--- src/rtl/pwr_seq_pkg.sv ---
package pwr_seq_pkg;

  typedef enum logic [1:0] {
    PH_BAD   = 2'd0,
    PH_DELAY = 2'd1,
    PH_RUN   = 2'd2
  } phase_t;

  typedef struct packed {
    logic dlyClr;
    logic dlyInc;
    logic lowClr;
    logic lowInc;
  } ctrl_strobe_t;

endpackage

--- src/rtl/pwr_seq_dp.sv ---
module pwr_seq_dp
  import pwr_seq_pkg::*;
#(
  parameter int TWD_TICKS  = 1000,
  parameter int FILT_TICKS = 8
) (
  input  logic         clk,
  input  logic         rstN,
  input  ctrl_strobe_t strobe,
  output logic         delayDone,
  output logic         filtHit
);
  localparam int DLY_W  = (TWD_TICKS > 1) ? $clog2(TWD_TICKS) : 1;
  localparam int FILT_W = $clog2(FILT_TICKS + 1) + 1;
  localparam logic [DLY_W-1:0]  DLY_LAST = DLY_W'(TWD_TICKS - 1);
  localparam logic [FILT_W-1:0] FILT_MAX = FILT_W'(FILT_TICKS);

  logic [DLY_W-1:0]  dlyCnt;
  logic [FILT_W-1:0] lowCnt;

  always_ff @(posedge clk or negedge rstN) begin
    if (!rstN)              dlyCnt <= '0;
    else if (strobe.dlyClr) dlyCnt <= '0;
    else if (strobe.dlyInc) dlyCnt <= dlyCnt + 1'b1;
  end

  always_ff @(posedge clk or negedge rstN) begin
    if (!rstN)              lowCnt <= '0;
    else if (strobe.lowClr) lowCnt <= '0;
    else if (strobe.lowInc) lowCnt <= lowCnt + 1'b1;
  end

  assign delayDone = (dlyCnt == DLY_LAST);
  assign filtHit   = (lowCnt == FILT_MAX);

  // the delay count never passes its last value
  assert_dly_bound_R2: assert property (@(posedge clk) disable iff (!rstN)
    dlyCnt <= DLY_LAST);

  // the low-sample count never runs past the filter length
  assert_low_bound_R3: assert property (@(posedge clk) disable iff (!rstN)
    lowCnt <= FILT_MAX);

  // a clear strobe always empties the delay counter
  assert_dly_restart_R7: assert property (@(posedge clk) disable iff (!rstN)
    strobe.dlyClr |=> dlyCnt == '0);

endmodule

--- src/rtl/pwr_seq_ctrl.sv ---
module pwr_seq_ctrl
  import pwr_seq_pkg::*;
(
  input  logic         clk,
  input  logic         rstN,
  input  logic         supplyGood,
  input  logic         delayDone,
  input  logic         filtHit,
  output ctrl_strobe_t strobe,
  output logic         running,
  output logic         runPulse
);
  phase_t phase, phaseNext;
  logic   pulseNext;

  always_comb begin
    phaseNext = phase;
    pulseNext = 1'b0;
    strobe    = '0;
    unique case (phase)
      PH_BAD: begin
        strobe.dlyClr = 1'b1;
        strobe.lowClr = 1'b1;
        if (supplyGood) phaseNext = PH_DELAY;
      end
      PH_DELAY: begin
        strobe.lowClr = 1'b1;
        if (!supplyGood) begin
          phaseNext     = PH_BAD;
          strobe.dlyClr = 1'b1;
        end else if (delayDone) begin
          phaseNext     = PH_RUN;
          pulseNext     = 1'b1;
          strobe.dlyClr = 1'b1;
        end else begin
          strobe.dlyInc = 1'b1;
        end
      end
      PH_RUN: begin
        strobe.dlyClr = 1'b1;
        if (supplyGood) begin
          strobe.lowClr = 1'b1;
        end else if (filtHit) begin
          phaseNext     = PH_BAD;
          strobe.lowClr = 1'b1;
        end else begin
          strobe.lowInc = 1'b1;
        end
      end
      default: begin
        phaseNext     = PH_BAD;
        strobe.dlyClr = 1'b1;
        strobe.lowClr = 1'b1;
      end
    endcase
  end

  always_ff @(posedge clk or negedge rstN) begin
    if (!rstN) begin
      phase    <= PH_BAD;
      runPulse <= 1'b0;
    end else begin
      phase    <= phaseNext;
      runPulse <= pulseNext;
    end
  end

  assign running = (phase == PH_RUN);

  // a low supply outside the run phase keeps the system held
  assert_hold_low_R1: assert property (@(posedge clk) disable iff (!rstN)
    (!running && !supplyGood) |=> !running);

  // the start pulse lasts one cycle
  assert_pulse_single_R8: assert property (@(posedge clk) disable iff (!rstN)
    runPulse |=> !runPulse);

  // every entry into the run phase comes with the start pulse
  assert_pulse_on_entry_R8: assert property (@(posedge clk) disable iff (!rstN)
    $rose(running) |-> runPulse);

  // leaving the run phase needs a low supply sample
  assert_brownout_cause_R4: assert property (@(posedge clk) disable iff (!rstN)
    (running && supplyGood) |=> running);

endmodule

--- src/rtl/pwr_seq_top.sv ---
module pwr_seq_top
  import pwr_seq_pkg::*;
#(
  parameter int TWD_TICKS  = 1000,
  parameter int FILT_TICKS = 8
) (
  input  logic clk,
  input  logic rstN,
  input  logic supplyGood,
  input  logic wdClearIn,
  output logic sysRstN,
  output logic wdEnable,
  output logic wdRunPulse,
  output logic wdClearOut
);
  ctrl_strobe_t strobe;
  logic delayDone, filtHit, running;

  pwr_seq_ctrl ctrl_i (
    .clk        (clk),
    .rstN       (rstN),
    .supplyGood (supplyGood),
    .delayDone  (delayDone),
    .filtHit    (filtHit),
    .strobe     (strobe),
    .running    (running),
    .runPulse   (wdRunPulse)
  );

  pwr_seq_dp #(
    .TWD_TICKS  (TWD_TICKS),
    .FILT_TICKS (FILT_TICKS)
  ) dp_i (
    .clk       (clk),
    .rstN      (rstN),
    .strobe    (strobe),
    .delayDone (delayDone),
    .filtHit   (filtHit)
  );

  assign sysRstN    = running;
  assign wdEnable   = running;
  assign wdClearOut = wdClearIn & running;

  // no clear reaches the watchdog while the system is held
  assert_clear_gated_R5: assert property (@(posedge clk) disable iff (!rstN)
    !sysRstN |-> !wdClearOut);

endmodule

--- config.mk ---
export PLATFORM = sky130hd
export DESIGN_NAME = pwr_seq_top
export DESIGN_NICKNAME = d
export VERILOG_FILES = /design/src/rtl/pwr_seq_pkg.sv /design/src/rtl/pwr_seq_dp.sv /design/src/rtl/pwr_seq_ctrl.sv /design/src/rtl/pwr_seq_top.sv
export SDC_FILE = /design/constraint.sdc
export NUM_CORES = 1
export LEC_CHECK = 0
export BUFFER_PORTS_ARGS = -buffer_cell sky130_fd_sc_hd__buf_2
export CAP_MARGIN = 20
export CORE_MARGIN = 3
export CORE_UTILIZATION = 51
export CTS_CLUSTER_SIZE = 20
export DETAILED_ROUTE_END_ITERATION = 7
export PLACE_DENSITY = 0.78
export SLEW_MARGIN = 20
export SYNTH_ARGS = -nofsm -noshare
export SYNTH_HDL_FRONTEND = slang
export SYNTH_SLANG_ARGS = --single-unit
--- constraint.sdc ---
create_clock -name clk -period 1.22 [get_ports clk]
set_input_delay 0.244 -clock clk [delete_from_list [all_inputs] [get_ports clk]]
set_output_delay 0.244 -clock clk [all_outputs]
set_load 0.01 [all_outputs]
* Word level (Yosys, flattened, before mapping)
Cells that the tools add are included.
Operators by class: add/sub/neg operators 2, muxes and demuxes 24, bitwise operators 1, reduce and logical (&&, ||, !) cells 4, equal/unequal tests 8
Operators by type and width (count):
- $mux W10 | 2
- $mux W1 | 14
- $add A10 B1 Y10 const B | 1
- $eq A10 B10 Y1 const B | 1
- $mux W2 | 5
- $mux W5 | 2
- $pmux W2 S3 | 1
- $add A5 B1 Y5 const B | 1
- $eq A5 B4 Y1 const B | 1
- $ne A2 B2 Y1 const B | 2
- $reduce_and A4 Y1 | 1
- $reduce_bool A2 Y1 | 2
- $ne A3 B2 Y1 const B | 1
- $eq A2 B1 Y1 const B | 1
- $eq A2 B2 Y1 const B | 1
- $logic_not A2 Y1 | 1
- $ne A2 B1 Y1 const B | 1
- $and A1 B1 Y1 | 1
Word-level totals: output and inout port bits 4, register bits 18, word-level logic and storage cells 43

* Depth between registers and ports, before layout
Gate-level depths: netlist of run 1.
depth in word-level cells 6, depth in mapped cells 6

* Hierarchy
A second synthesis of run 1 with hierarchy kept.
Second synthesis, totals: cell total of the unflattened synthesis 89, area total of the unflattened synthesis 927.1 µm²
Modules (own cells, without submodules):
- pwr_seq_dp | area each 753.2 µm², instances 1, sequential area each 375.4 µm², cells an instance 72
- pwr_seq_ctrl | area each 160.2 µm², instances 1, sequential area each 75.1 µm², cells an instance 15
- pwr_seq_top | area each 13.8 µm², instances 1, sequential area each 0.0 µm², cells an instance 2

* Worst setup path before layout of run 1
Ideal clock, no wire load.
path kind register to register, start point reg dp_i.dlyCnt[3], end point reg dp_i.dlyCnt[7], path buffers 1, data arrival time 1.178 ns, required time 1.093 ns, cell stages (with the launch flop) 6, setup slack -0.085 ns, cells stage by stage dfrtp_1 -> buf_6 -> and4bb_4 -> nand3_4 -> a311oi_2 -> nor2_1
Between the ends: cells in the longest elaborated chain, start to end 5, elaborated cells on any way between the ends 11, classes of those cells add/sub (1); eq/ne (1); mux (8); reduce/logical (1)
Ends and longest elaborated chain:
- start, declared | line pwr_seq_dp.sv:18 | logic [DLY_W-1:0] dlyCnt;
- start signal, assigned | line pwr_seq_dp.sv:24 | else if (strobe.dlyInc) dlyCnt <= dlyCnt + 1'b1;
- branches (longest 5 deep; another with $add A10 B1 Y10)
Several ways; the timed one is not identified. The select of a mux whose other input is x is not followed. A chain may end at the register's enable or synchronous reset.

* Worst setup path after layout of run 1
start point reg ctrl_i.phase[0], end point out wdClearOut
Between the ends: cells in the longest elaborated chain, start to end 2
Ends and longest elaborated chain:
- start, declared | line pwr_seq_ctrl.sv:13 | phase_t phase, phaseNext;
- start signal, assigned | line pwr_seq_ctrl.sv:63 | phase <= phaseNext;
- $eq A2 B2 Y1 | line pwr_seq_ctrl.sv:68 | assign running = (phase == PH_RUN);
- $and A1 B1 Y1 | line pwr_seq_top.sv:43 | assign wdClearOut = wdClearIn & running;
- end, declared | line pwr_seq_top.sv:14 | output logic wdClearOut
No other way between the ends.

==> impl_metrics.yaml, run 1 <==
grt:
  overflow: 0
  grt_max_degree: 19
  grtUsageTotal_pct: 18.9
  antenna_found_initial: 0
  grt_pass1_wl_um: 3580
  grt_pass1_vias: 798
sta:
  grt_setup_unrepaired: "true"
  skew_ns: 0.00335
  maxSlewHeadroom_pct: 72.1
  setup_viol: 15
  finalHoldViolCount: 0
  min_period_ns: 1.39
  tightest_slew_ns: 0.415
  fin_crit_sh_pct: 114
  setup_slack_ns: -0.174
  slew_violations: 0
  fmax_mhz: 717
  fin_tns_setup_ns: -0.987
route:
  routed_wl_um: 2390
  dr.pass1.iters: 4
  wl_per_cell_um: 17.3
  via_per_inst: 5.73
  drtIter0Drc: 26
  drc: 0
  vias: 791
  ant_nets: 0
cells_and_area:
  num_antenna_cells: 0
  area_growth_pct: 39.2
  layout-drive-gt1-share_pct: 49.1
  layout.cells.most_common_list: "dfrtp_1, buf_4, nor2_1"
  fill_cells: 96
  nNetsFinal: 122
synthesis:
  ys_ff_latch: 18
  syn_area_sq_um: 926
  syn-instance-count: 89
  syn_avg_cell_area_sq_um: 10.4
  syn_nets: 96
  yosys_warnings: 0
  yosysSeqAreaShare_pct: 48.6
  ys_types: 33
critical_path:
  critPathBufInv: 1
  worstSetupStartpoint: "ctrl_i.phase[0]$_DFFE_PN0P_"
  crit_chain: "nor2b_4 > and2_4 > buf_6"
  cp.arrival_ns: 1.15
  reg2reg_slack_ns: -0.13
  critical_path.endpoint: "wdClearOut"
  r2r_start: "dp_i.dlyCnt[1]$_DFFE_PN0P_"
  max_stage_delay_ns: 0.44
  path_max_fanout: 4
  r2r_end: "dp_i.dlyCnt[6]$_DFFE_PN0P_"
  critical_path.slowest_cell: "dfrtp_1"
  cp-end-kind: "primary output"
  start_kind: "flip-flop"
  cp_num_cells: 3
  critical_path_class: "flip-flop to primary output"
  cpLargestDelayFamily: "flip-flops"
  reg2reg_depth: 4
  critPathRequiredTime_ns: 0.98
min_path:
  min_from: "supplyGood"
  hp-class: "primary input to flip-flop"
clock_tree:
  insertion_delay_ns: 0.29
  cts-root-buf: "clkbuf_4"
  cts_tree: "done"
  h-tree-depth: 1
  cts.sinks: 18
  cts_buffers: 3
  clockBufferDepth: 2
  path_clk_slew_ns: 0.11
pwr:
  p_clk_share_pct: 36.2
  leakagePower_uw: 0.000521
  power_switching_uw: 224
  combinationalPowerShare_pct: 4.4
  worst_ir_drop_vdd_uv: 454
  p_per_area_mw_per_mm2: 795
  p_int_uw: 801
  power_switching_share_pct: 21.8
  seq_power_share_pct: 59.4
  power_uw: 1030
placed_design:
  dp_slack_ns: -0.0919
  dpl.hpwl_um: 1270
  place.gp.congestion: 0.743
  io_buffers: 7
die:
  dieHeight_um: 48.6
  num_rows: 14
  dieArea_sq_mm: 0.00236
  die_x_um: 48.6
  core-area_sq_mm: 0.00161
  initial_core_util_pct: 57.5
  io_pins: 8
run_status:
  status: "finished with violations"
  violations: "setup timing"
flow_run:
  cap_violations: 0
==> how the worst min path moves through the flow <==
stage,to,slack (ns),cells after the start
floorplan,ctrl_i.phase[0]$_DFFE_PN0P_,-0.05,0
global placement,dp_i.lowCnt[4]$_DFFE_PN0P_,0.19,1
detailed placement,dp_i.lowCnt[2]$_DFFE_PN0P_,0.20,1
CTS,ctrl_i.phase[0]$_DFFE_PN0P_,0.20,3
global route,ctrl_i.phase[1]$_DFFE_PN0P_,0.22,2
finish,ctrl_i.phase[1]$_DFFE_PN0P_,0.22,2
==> kinds of logic (layout without fill, tap and decap cells) <==
logic type               count (synthesis)  in the layout  synth area share, %
buffers and inverters                    8             33                 4.86
flip-flops                              18             18                 48.6
AO/OA/AOI/OAI                           12             12                 9.46
XOR/XNOR                                 7              7                 6.62
adder cells (fa/ha/maj)                  3              3                 4.05
AND/OR/NAND/NOR                         41             41                 26.4
==> repair_timing <==
item                                    4_1_cts  5_1_grt
hold buffers                                  1        0
endpoints found under the hold margin        18        0
gates resized for setup                      12       20
buffers inserted                              5        0
endpoints found under the setup margin       16       19
pin swaps                                    14        5
==> power groups by stage <==
stage | Sequential (uW) | Clock, uW | Combinational (uW)
2_1_floorplan | 617 | 0 | 14.2
3_3_place_gp | 618 | 0 | 36.7
3_5_place_dp | 618 | 0 | 37.8
4_1_cts | 607 | 376 | 42.6
5_1_grt | 610 | 414 | 51.6
6_report | 609 | 372 | 44.8
==> area by class of cell <==
class / instances / area, sq um / area share, %
multi-input cells: 63 / 573 / 44.5
flip-flops and latches: 18 / 453 / 35.1
repair buffers: 24 / 178 / 13.8
clock buffers: 4 / 36.3 / 2.82
well taps: 24 / 30.0 / 2.33
inverters: 5 / 18.8 / 1.46
==> cell usage after synthesis <==
cell | instances | area share (%)
dfrtp_1 | 18 | 49
nand3_4 | 1 | 1.9
a211o_1 | 1 | 0.95
nor2b_1 | 2 | 1.4
xnor2_1 | 4 | 3.8
and2_1 | 2 | 1.4
nor3_1 | 1 | 0.54
nor4_1 | 2 | 1.4
nand2b_1 | 2 | 1.4
and3_1 | 1 | 0.68
ha_1 | 3 | 4.1
o21bai_2 | 1 | 1.2
xor2_1 | 3 | 2.8
buf_6 | 1 | 1.2
inv_1 | 5 | 2.0
nand3_2 | 1 | 1.1
nand2_1 | 3 | 1.2
a41oi_1 | 1 | 0.95
and4_1 | 1 | 0.95
nor4bb_1 | 1 | 1.1
nand4_1 | 1 | 0.68
or3_1 | 1 | 0.68
a21oi_1 | 5 | 2.7
and4bb_4 | 1 | 1.8
nor3_2 | 1 | 1.1
o211ai_1 | 1 | 0.81
buf_4 | 2 | 1.6
a311oi_2 | 1 | 1.6
a31oi_1 | 1 | 0.68
nand3b_1 | 1 | 0.81
nor2_1 | 13 | 5.3
nand3_1 | 6 | 3.2
o21ai_0 | 1 | 0.54
==> per-stage QoR <==
step | instances | util (%) | area (sq um) | hold WS (ns)
2_1_floorplan | 89 | - | 938 | -0.0516
3_3_place_gp | 129 | 66.2 | 1070 | 0.187
3_5_place_dp | 129 | 66.2 | 1070 | 0.195
4_1_cts | 139 | 75.2 | 1210 | 0.203
6_report | 138 | 80.0 | 1290 | 0.222
5_1_grt | 138 | 80.0 | 1290 | 0.222
==> registers in the layout, indices dropped and copies added (netlist names) <==
register         flops
ctrl_i.runPulse      1
ctrl_i.phase         2
dp_i.lowCnt          5
dp_i.dlyCnt         10
==> routing by layer <==
metal  vias to the layer above  global-route usage, %  part of all wire (%)
met5                         -                      0                     0
met4                         0                   6.16                  0.17
met3                         2                   3.37                   4.1
met2                        30                   33.0                    53
met1                       396                   23.5                    43
li1                        363                      -                     -
Note: power is estimated with default switching activity, not from simulation.
==> run 2, diff against run 1 <==
- BUFFER_PORTS_ARGS: -buffer_cell sky130_fd_sc_hd__buf_2 -> not set
- CORE_MARGIN: 3 -> 5
- CORE_UTILIZATION: 51 -> 54
- DONT_BUFFER_PORTS: not set -> 1
==> impl_metrics.yaml, run 2 (same netlist as run 1, synthesis figures left out) <==
critical_path:
  worstSetupStartpoint: "dp_i.dlyCnt[3]$_DFFE_PN0P_"
  cp.arrival_ns: 1.48
  critPathRequiredTime_ns: 1.41
  max_stage_delay_ns: 0.40
  r2r_end: "dp_i.dlyCnt[3]$_DFFE_PN0P_"
  path_max_fanout: 6
  reg2reg_depth: 4
  r2r_start: "dp_i.dlyCnt[3]$_DFFE_PN0P_"
  cpLargestDelayFamily: "simple AND/OR/NAND/NOR gates"
  critPathBufInv: 0
  cp-end-kind: "flip-flop"
  critical_path_class: "flip-flop to flip-flop"
  crit_chain: "and4bb_4 > nand3_4 > o21bai_4 > nor2_1"
  cp_num_cells: 4
  critical_path.endpoint: "dp_i.dlyCnt[3]$_DFFE_PN0P_"
  reg2reg_slack_ns: -0.07
  critical_path.slowest_cell: "dfrtp_1"
  start_kind: "flip-flop"
placed_design:
  place.gp.congestion: 0.940
  dp_slack_ns: -0.0816
  dp.cells: 117
  io_buffers: 0
  dpl.hpwl_um: 1370
flow_run:
  cap_violations: 0
pwr:
  power_uw: 1010
  p_per_area_mw_per_mm2: 884
  worst_ir_drop_vdd_uv: 647
  leakagePower_uw: 0.000494
die:
  core-area_sq_mm: 0.00167
  initial_core_util_pct: 55.4
  dieArea_sq_mm: 0.00264
  dieHeight_um: 51.4
  num_rows: 15
  die_x_um: 51.4
  io_pins: 8
cells_and_area:
  area_growth_pct: 23.6
  layout-drive-gt1-share_pct: 30.8
  nNetsFinal: 115
  num_antenna_cells: 0
  fill_cells: 129
  regArea_sq_um: 452
  regMostFlops: "dp_i.dlyCnt"
  finalNonFillerCells: 124
  largest_reg_flops: 10
  layout.cells.most_common_list: "dfrtp_1, buf_4, nor2_1"
  multi_input_comb_area_sq_um: 487
  final_common_cell: "dfrtp_1"
  largest_registers: "dp_i.dlyCnt: 10 flops, dp_i.lowCnt: 5 flops, ctrl_i.phase: 2 flops"
clock_tree:
  cts-root-buf: "clkbuf_4"
  clockBufferDepth: 2
  insertion_delay_ns: 0.30
  cts_buffers: 3
  cts.sinks: 18
  cts_tree: "done"
  path_clk_slew_ns: 0.10
  h-tree-depth: 1
sta:
  skew_ns: 0.00741
  setup_slack_ns: -0.0687
  fin_crit_sh_pct: 106
  setup_viol: 14
  tightest_slew_ns: 0.825
  min_period_ns: 1.29
  fmax_mhz: 776
  maxSlewHeadroom_pct: 44.8
  fin_tns_setup_ns: -0.655
  slew_violations: 0
  grt_setup_unrepaired: "true"
  whs_ns: 0.0543
  finalHoldViolCount: 0
route:
  drc: 0
  vias: 711
  via_per_inst: 5.73
  drtIter0Drc: 5
  routed_wl_um: 1850
  dr.pass1.iters: 4
  ant_nets: 0
  wl_per_cell_um: 14.9
grt:
  grt_max_degree: 19
  grt_pass1_wl_um: 3290
  grtUsageTotal_pct: 16.9
  overflow: 0
  grt_pass1_vias: 762
  antenna_found_initial: 0
run_status:
  status: "finished with violations"
  violations: "setup timing"
min_path:
  hp-class: "primary input to flip-flop"
run 2: cell count changes in the layout (fill, tap and decap cells not counted), sizes merged:
cell,change
buf,-7
run 2: per-stage QoR:
step	util, %	cell area [sq um]
4_1_cts	68.2	1140
6_report	68.5	1140
2_1_floorplan	-	938
3_5_place_dp	62.2	1040
5_1_grt	68.5	1140
3_3_place_gp	62.2	1040
run 2: how the worst min path moves through the flow:
stage,start,endpoint,slack (ns),depth (start not counted)
final,supplyGood,ctrl_i.phase[0]$_DFFE_PN0P_,0.05,2
after global placement,rstN,dp_i.dlyCnt[2]$_DFFE_PN0P_,-0.05,0
after global routing,supplyGood,ctrl_i.phase[0]$_DFFE_PN0P_,0.05,2
after CTS,supplyGood,ctrl_i.phase[0]$_DFFE_PN0P_,0.05,2
after floorplan,rstN,ctrl_i.phase[0]$_DFFE_PN0P_,-0.05,0
after detailed placement,rstN,dp_i.dlyCnt[2]$_DFFE_PN0P_,-0.05,0
run 2: area by class of cell:
cell class	instances	share of cell area, %
clock buffers	4	3.17
flip-flops and latches	18	39.5
multi-input cells	63	42.5
inverters	5	1.64
well taps	17	1.86
repair buffers	17	11.4
run 2: metal layers:
layer / up-vias / part of all wire (%) / GRT usage [%]
met5: - / 0 / 0
met4: 0 / 1.7 / 7.86
met3: 5 / 4.4 / 4.08
met2: 17 / 51 / 29.9
met1: 340 / 43 / 18.9
li1: 349 / - / -
run 2: power by group:
| group | switching, uW | internal (uW) |
|---|---|---|
| combinational | 24.0 | 15.9 |
| clock | 184 | 182 |
| sequential | 5.44 | 601 |
run 2: repair_timing:
item                       4_1_cts  5_1_grt
pin swaps                       14        2
setup endpoints to repair       18       19
hold endpoints to repair        18        0
resized for setup                8        1
setup buffers                    2        0
hold buffers                     1        0
run 2: worst register-to-register path, cell delays in order (launching register included):
cell	delay, ns
dfrtp_1	0.40
and4bb_4	0.38
nand3_4	0.14
o21bai_4	0.20
nor2_1	0.07
